<file path="src/rtl/dirq_pkg.sv">
package dirq_pkg;

    localparam int NUM_CH   = 10;
    localparam int NUM_GLB  = 3;   // stall, fifo-empty, bus-error
    localparam int STAT_W   = NUM_CH + NUM_GLB;
    localparam int EN_W     = NUM_CH + NUM_GLB - 1;  // bus error has no enable
    localparam int WORD_W   = 32;

    localparam logic [WORD_W-1:0] USED_MASK = 32'h63FF_E3FF;

    // Register image, msb first; field positions are software visible.
    typedef struct packed {
        logic              rsvd_31;
        logic              fifo_en;     // 30
        logic              stall_en;    // 29
        logic [2:0]        rsvd_28_26;
        logic [NUM_CH-1:0] ch_en;       // 25:16
        logic              berr_st;     // 15
        logic              fifo_st;     // 14
        logic              stall_st;    // 13
        logic [2:0]        rsvd_12_10;
        logic [NUM_CH-1:0] ch_st;       // 9:0
    } dirq_word_t;

    // status vector order: {berr, fifo, stall, ch}
    function automatic logic [STAT_W-1:0] stat_of(dirq_word_t w);
        return {w.berr_st, w.fifo_st, w.stall_st, w.ch_st};
    endfunction

    // enable vector order: {fifo, stall, ch}
    function automatic logic [EN_W-1:0] en_of(dirq_word_t w);
        return {w.fifo_en, w.stall_en, w.ch_en};
    endfunction

    function automatic dirq_word_t build_word(logic [STAT_W-1:0] st, logic [EN_W-1:0] en);
        dirq_word_t w;
        w            = '0;
        w.ch_st      = st[NUM_CH-1:0];
        w.stall_st   = st[NUM_CH];
        w.fifo_st    = st[NUM_CH+1];
        w.berr_st    = st[NUM_CH+2];
        w.ch_en      = en[NUM_CH-1:0];
        w.stall_en   = en[NUM_CH];
        w.fifo_en    = en[NUM_CH+1];
        return w;
    endfunction

endpackage

</file>
<file path="src/rtl/dirq_w1c_bank.sv">
module dirq_w1c_bank #(
    parameter int W = 13
) (
    input  logic         clk,
    input  logic         rst,
    input  logic [W-1:0] set_i,
    input  logic [W-1:0] clr_i,
    output logic [W-1:0] q_o
);
    logic [W-1:0] q_r;

    for (genvar i = 0; i < W; i++) begin : g_bit
        always_ff @(posedge clk) begin
            if (rst)
                q_r[i] <= 1'b0;
            else if (set_i[i])
                q_r[i] <= 1'b1;        // set has priority over clear
            else if (clr_i[i])
                q_r[i] <= 1'b0;
        end
    end

    assign q_o = q_r;


    set_wins_chk: assert property (@(posedge clk) disable iff (rst)
        (set_i != '0) |=> ((q_r & $past(set_i)) == $past(set_i)));


    w1c_clear_chk: assert property (@(posedge clk) disable iff (rst)
        ((clr_i & ~set_i) != '0) |=> ((q_r & $past(clr_i & ~set_i)) == '0));


    stat_hold_chk: assert property (@(posedge clk) disable iff (rst)
        ((set_i | clr_i) == '0) |=> $stable(q_r));

endmodule

</file>
<file path="src/rtl/dirq_toggle_bank.sv">
module dirq_toggle_bank #(
    parameter int W = 12
) (
    input  logic         clk,
    input  logic         rst,
    input  logic [W-1:0] tgl_i,
    output logic [W-1:0] q_o
);
    logic [W-1:0] q_r;

    always_ff @(posedge clk) begin
        if (rst)
            q_r <= '0;
        else
            q_r <= q_r ^ tgl_i;
    end

    assign q_o = q_r;


    tgl_flip_chk: assert property (@(posedge clk) disable iff (rst)
        (tgl_i != '0) |=> ((q_r ^ $past(q_r)) == $past(tgl_i)));


    en_hold_chk: assert property (@(posedge clk) disable iff (rst)
        (tgl_i == '0) |=> $stable(q_r));

endmodule

</file>
<file path="src/rtl/dirq_combine.sv">
module dirq_combine #(
    parameter int SW = 13
) (
    input  logic          clk,
    input  logic          rst,
    input  logic [SW-1:0] stat_i,
    input  logic [SW-2:0] en_i,
    output logic          irq_o
);
    localparam int EW = SW - 1;

    logic [SW-1:0] en_full;
    logic          irq_q;

    // top status bit (bus error) is permanently enabled
    assign en_full = {1'b1, en_i[EW-1:0]};

    always_ff @(posedge clk) begin
        if (rst)
            irq_q <= 1'b0;
        else
            irq_q <= |(stat_i & en_full);
    end

    assign irq_o = irq_q;


    irq_quiet_chk: assert property (@(posedge clk) disable iff (rst)
        ((stat_i & en_full) == '0) |=> !irq_o);


    irq_raise_chk: assert property (@(posedge clk) disable iff (rst)
        (stat_i[SW-1]) |=> irq_o);

endmodule

</file>
<file path="src/rtl/dma_irq_ctrl.sv">
module dma_irq_ctrl
    import dirq_pkg::*;
(
    input  logic              clk,
    input  logic              rst,
    input  logic              sel,
    input  logic              wr_en,
    input  logic [WORD_W-1:0] wdata,
    output logic [WORD_W-1:0] rdata,
    input  logic [NUM_CH-1:0] ch_done,
    input  logic              stall_evt,
    input  logic              fifo_empty_evt,
    input  logic              bus_err_evt,
    output logic              irq
);
    dirq_word_t     wr_word;
    dirq_word_t     img;
    logic           wr_fire;
    logic [STAT_W-1:0] st_set, st_clr, st_q;
    logic [EN_W-1:0]   en_tgl, en_q;

    assign wr_word = dirq_word_t'(wdata);
    assign wr_fire = sel & wr_en;

    assign st_set = {bus_err_evt, fifo_empty_evt, stall_evt, ch_done};
    assign st_clr = wr_fire ? stat_of(wr_word) : '0;
    assign en_tgl = wr_fire ? en_of(wr_word)   : '0;

    dirq_w1c_bank #(.W(STAT_W)) u_stat (
        .clk   (clk),
        .rst   (rst),
        .set_i (st_set),
        .clr_i (st_clr),
        .q_o   (st_q)
    );

    dirq_toggle_bank #(.W(EN_W)) u_en (
        .clk   (clk),
        .rst   (rst),
        .tgl_i (en_tgl),
        .q_o   (en_q)
    );

    dirq_combine #(.SW(STAT_W)) u_comb (
        .clk    (clk),
        .rst    (rst),
        .stat_i (st_q),
        .en_i   (en_q),
        .irq_o  (irq)
    );

    assign img   = build_word(st_q, en_q);
    assign rdata = sel ? WORD_W'(img) : '0;


    rsvd_zero_chk: assert property (@(posedge clk) disable iff (rst)
        ((rdata & ~USED_MASK) == '0));


    rd_idle_chk: assert property (@(posedge clk) disable iff (rst)
        (!sel) |-> (rdata == '0));


    no_write_chk: assert property (@(posedge clk) disable iff (rst)
        (!wr_fire && st_set == '0) |=> ($stable(st_q) && $stable(en_q)));

endmodule

</file>
<file path="config.mk">
export PLATFORM = sky130hd
export DESIGN_NAME = dma_irq_ctrl
export DESIGN_NICKNAME = d
export VERILOG_FILES = /design/src/rtl/dirq_pkg.sv /design/src/rtl/dirq_w1c_bank.sv /design/src/rtl/dirq_toggle_bank.sv /design/src/rtl/dirq_combine.sv /design/src/rtl/dma_irq_ctrl.sv
export SDC_FILE = /design/constraint.sdc
export NUM_CORES = 1
export LEC_CHECK = 0
export ABC_AREA = 1
export BUFFER_PORTS_ARGS = -buffer_cell sky130_fd_sc_hd__buf_2
export CAP_MARGIN = 20
export CORE_MARGIN = 2
export CORE_UTILIZATION = 40
export DETAILED_ROUTE_END_ITERATION = 10
export PLACE_DENSITY = 0.75
export SETUP_SLACK_MARGIN = 0.1
export SLEW_MARGIN = 20
export SYNTH_ARGS = -nofsm -noshare
export SYNTH_HDL_FRONTEND = slang
export SYNTH_SLANG_ARGS = --single-unit
</file>
<file path="constraint.sdc">
create_clock -name clk -period 1.3 [get_ports clk]
set_clock_uncertainty 0.1 [all_clocks]
set_input_delay 0.26 -clock clk [delete_from_list [all_inputs] [get_ports clk]]
set_output_delay 0.26 -clock clk [all_outputs]
set_load 0.01 [all_outputs]
</file>
# == Word-level counts from Yosys, hierarchy flattened ==
# Index checks and enable logic that the tools add are counted.
# totals
register_bits,26
word_cells,61
inputBits,49
# classes
n_reduce_logical,14
n_bitwise,3
muxes,29
# ops
op,n
31-bit 2-to-1 mux,1
1-bit 2-to-1 mux,26
2-bit nonzero test,13
13-bit bitwise AND,1
13-bit 2-to-1 mux,1
13-bit OR reduction,1
12-bit 2-to-1 mux,1
12-bit bitwise XOR,1
1-bit bitwise AND,1

# == Depth between registers and ports, before layout ==
# logic_depth
depth_word,4
mapped_depth,7
ltp_nobuf,6

# == Hierarchy ==
# From an unflattened synthesis, not the netlist that was laid out.
# hier_totals
cells_unflattened,271
hier_area_um2,1702.9
# modules_own_cells
module,seq_area_each_um2,instances,cells_per_inst,area_per_inst_um2
dma_irq_ctrl,0.0,1,114,596.8
dirq_w1c_bank,260.2,1,66,520.5
dirq_toggle_bank,240.2,1,62,460.4
dirq_combine,20.0,1,29,125.1

# == Least setup slack after synthesis ==
# OpenSTA, ideal clock, no wires.
# synth_timing
path_type,input to output
from,input port sel
to,output port rdata[13]
path_slack_ns,0.231
n_path_buf,2
stages,4
t_arrival_ns,0.709
cell_sequence,buf_4 -> buf_2 -> nand2_1 -> inv_1
# synth_via
elab_chain_len,1
# synth_lines
item,line_no,rtl
from (decl),dma_irq_ctrl.sv:6,"input logic sel,"
31-bit 2-to-1 mux,dma_irq_ctrl.sv:53,assign rdata = sel ? WORD_W'(img) : '0;
to (decl),dma_irq_ctrl.sv:9,"output logic [WORD_W-1:0] rdata,"
# No other way between the ends.

# == Final worst setup path ==
# layout_timing
from,"register u_en.q_r[10], in the netlist u_en.q_o[10]"
to,output port rdata[29]
# layout_via
elab_chain_len,1
# layout_lines
item,line_no,rtl
from (decl),dirq_toggle_bank.sv:9,logic [W-1:0] q_r;
from (signal assigned),dirq_toggle_bank.sv:15,q_r <= q_r ^ tgl_i;
31-bit 2-to-1 mux,dma_irq_ctrl.sv:53,
# No other way between the ends.

==> metrics.yaml <==
status:
  status: "completed"
synth:
  async_flop_share: 0
  synth_top_area_frac: 0.384
  yosysSeqAreaShare: 0.384
  yosysWarnings: 0
  yosysTopAreaCell: "dfxtp_1"
  synthFlopType: "dfxtp_1"
  synth_area_leaders: "dfxtp_1, nand2_1, a21oi_1"
  yosys_register_bits: 26
  synth-edff-count: 0
  post_synth_instance_area_um2: 1360
  syn_area_per_cell_um2: 6.46
  synthCells: 210
  synth_common_cells: "nand2_1, inv_1, dfxtp_1"
  post-synth-top-count-cell: "nand2_1"
  synth_cell_types: 13
die:
  fp.dieH_um: 62.2
  io_pins: 82
  dieArea_um2: 3870
  rows: 21
  start_util: 0.413
  core_um2: 3280
  die_x_um: 62.2
setup_path:
  worst_setup_path_end_kind: "output pin"
  cp_cell_sequence: "nand2_1 -> inv_1 -> buf_2"
  reg2reg_to: "u_comb.irq_o"
  cp_slowest_cell: "dfxtp_2"
  rr_startpoint: "u_stat.q_o[9]"
  start_kind: "flip-flop"
  worst-setup-path-type: "reg -> out"
  slowest_delay_ps: 360
  crit_path_max_fanout: 3
  critPathRequiredTime_ps: 940
  rrSetupSlack_ps: 150
  cp.arrival_ps: 890
  ff2ff_path_depth: 8
power_and_ir_drop:
  internal_power_mw: 1.22
  pwr-share-comb: 0.227
  p_sw_mw: 0.442
  seqPwrFrac: 0.533
  power.density_nw_per_um2: 859
  switching_share: 0.267
  peakVddDrop_mv: 0.396
  power.leakage_nw: 1.17
  power.share.clock: 0.241
global_route:
  grt_max_degree: 38
  track_usage: 0.167
  grt-ovfl-total: 0
  grt_pass1_vias: 1313
  antenna_found_initial: 0
  grt_pass1_wl_um: 5440
place:
  pre_cts_slack_ps: 108
  port_buffers: 67
  gp_congestion: 0.728
  detailed_place.area_um2: 1680
  post-dp-hpwl_um: 2080
sta:
  post-route-min-period_ps: 1250
  final.setup.tns_ps: 0
  finalSetupViolations: 0
  fmax_mhz: 798
  fin_crit_sh: 0.964
  rsz0062_at_grt: "yes"
  final_max_slew_viol_count: 0
  worst_slack_ps: 46.9
  hold_viol: 0
  hold_slack_ps: 38.7
route:
  drt-initial-drc-count: 46
  firstDrtPassIters: 4
  viasPerCell: 4.35
  vias: 1487
  final_antenna_net_count: 0
  wl_um: 3150
  drc: 0
  avgRoutedWirePerCell_um: 9.21
worst_hold_path:
  hp-class: "in -> reg"
  worstHoldStart: "ch_done[8]"
  hold_depth: 3
  worstHoldEndpoint: "u_stat.q_o[8]"
clocking:
  clockRootBuffer: "clkbuf_4"
  cts_hold_buf: 0
  cts.sinks: 26
  cts-buffers-inserted: 3
  cts_buffer_depth: 2
  htreeDepth: 1
  cts_tree: "done"
  clk_latency_ps: 310
  path_clk_slew_ps: 140
finish:
  num_antenna_cells: 0
  drive_gt1_frac: 0.426
  syn_to_final_growth_pct: 42.3
  finalNetCount: 346
  utilization: 0.588
  design_area_um2: 1930
run:
  drv_cap: 0
worst max path at each step:
stage / from / slack, ps / endpoint / cells after the start
2_1_floorplan: sel / 230 / rdata[13] / 4
3_3_place_gp: sel / 120 / u_stat.q_o[9] / 6
3_5_place_dp: sel / 110 / u_stat.q_o[4] / 6
4_1_cts: u_en.q_o[4] / 40 / rdata[20] / 3
5_1_grt: u_en.q_o[10] / -30 / rdata[29] / 3
6_report: u_en.q_o[10] / 50 / rdata[29] / 3
power by group through the flow:
stage          logic (mW)  registers, mW  clock network (mW)
5_1_grt             0.426          0.891               0.447
3_5_place_dp        0.295          0.905                   0
2_1_floorplan       0.197          0.897                   0
4_1_cts             0.370          0.883               0.415
6_report            0.376          0.884               0.399
3_3_place_gp        0.290          0.904                   0
logic make-up after synthesis:
kind of cell | synth area share
AOI/OAI and AO/OA | 0.0923
buffers and inverters | 0.170
DFF | 0.384
other | 0.00276
and+or+nand+nor | 0.351
flip-flops by register name, indices dropped and copies added, names as in the netlist:
| signal | count |
|---|---|
| u_en.q_o | 12 |
| u_stat.q_o | 13 |
| u_comb.irq_o | 1 |
timing repair:
action | CTS | global route
pin swaps | 0 | 3
resized for setup | 25 | 3
buffers inserted | 22 | 2
cloned | 0 | 0
endpoints found under the setup margin | 25 | 26
critical path: cells and delay by family (launching register included):
kind / cells / cell delay (ps)
buffers and inverters: 2 / 170
AND/OR/NAND/NOR: 1 / 50
flip-flops: 1 / 360
final cells by class:
class	count	area [um2]
multi-input combinational	145	636
tap	46	57.6
clock buffer	4	36.3
timing repair buffer	92	536
sequential	26	552
fill	345	1350
inverter	29	114
stage by stage:
stage | power, mW | instances
after floorplan | 1.09 | 216
after detailed placement | 1.20 | 314
final | 1.66 | 342
after CTS | 1.67 | 340
after global placement | 1.19 | 314
after global routing | 1.76 | 342
per-layer routing:
layer / global-route usage / share of wire / up-vias
li1: - / - / 789
met1: 0.204 / 0.47 / 648
met2: 0.299 / 0.47 / 48
met3: 0.0326 / 0.056 / 2
met4: 0.0444 / 0.0057 / 0
met5: 0 / 0 / -
layout by cell type (no fill, tap or decap), drive strengths merged:
master / Yosys / layout
dfxtp: 26 / 26
nand2: 83 / 83
a21oi: 25 / 25
nor2: 18 / 18
nand3b: 12 / 12
buf: 14 / 92
conb: 1 / 7
clkbuf: 2 / 4
inv: 29 / 29
(Power assumes the default switching activity.)
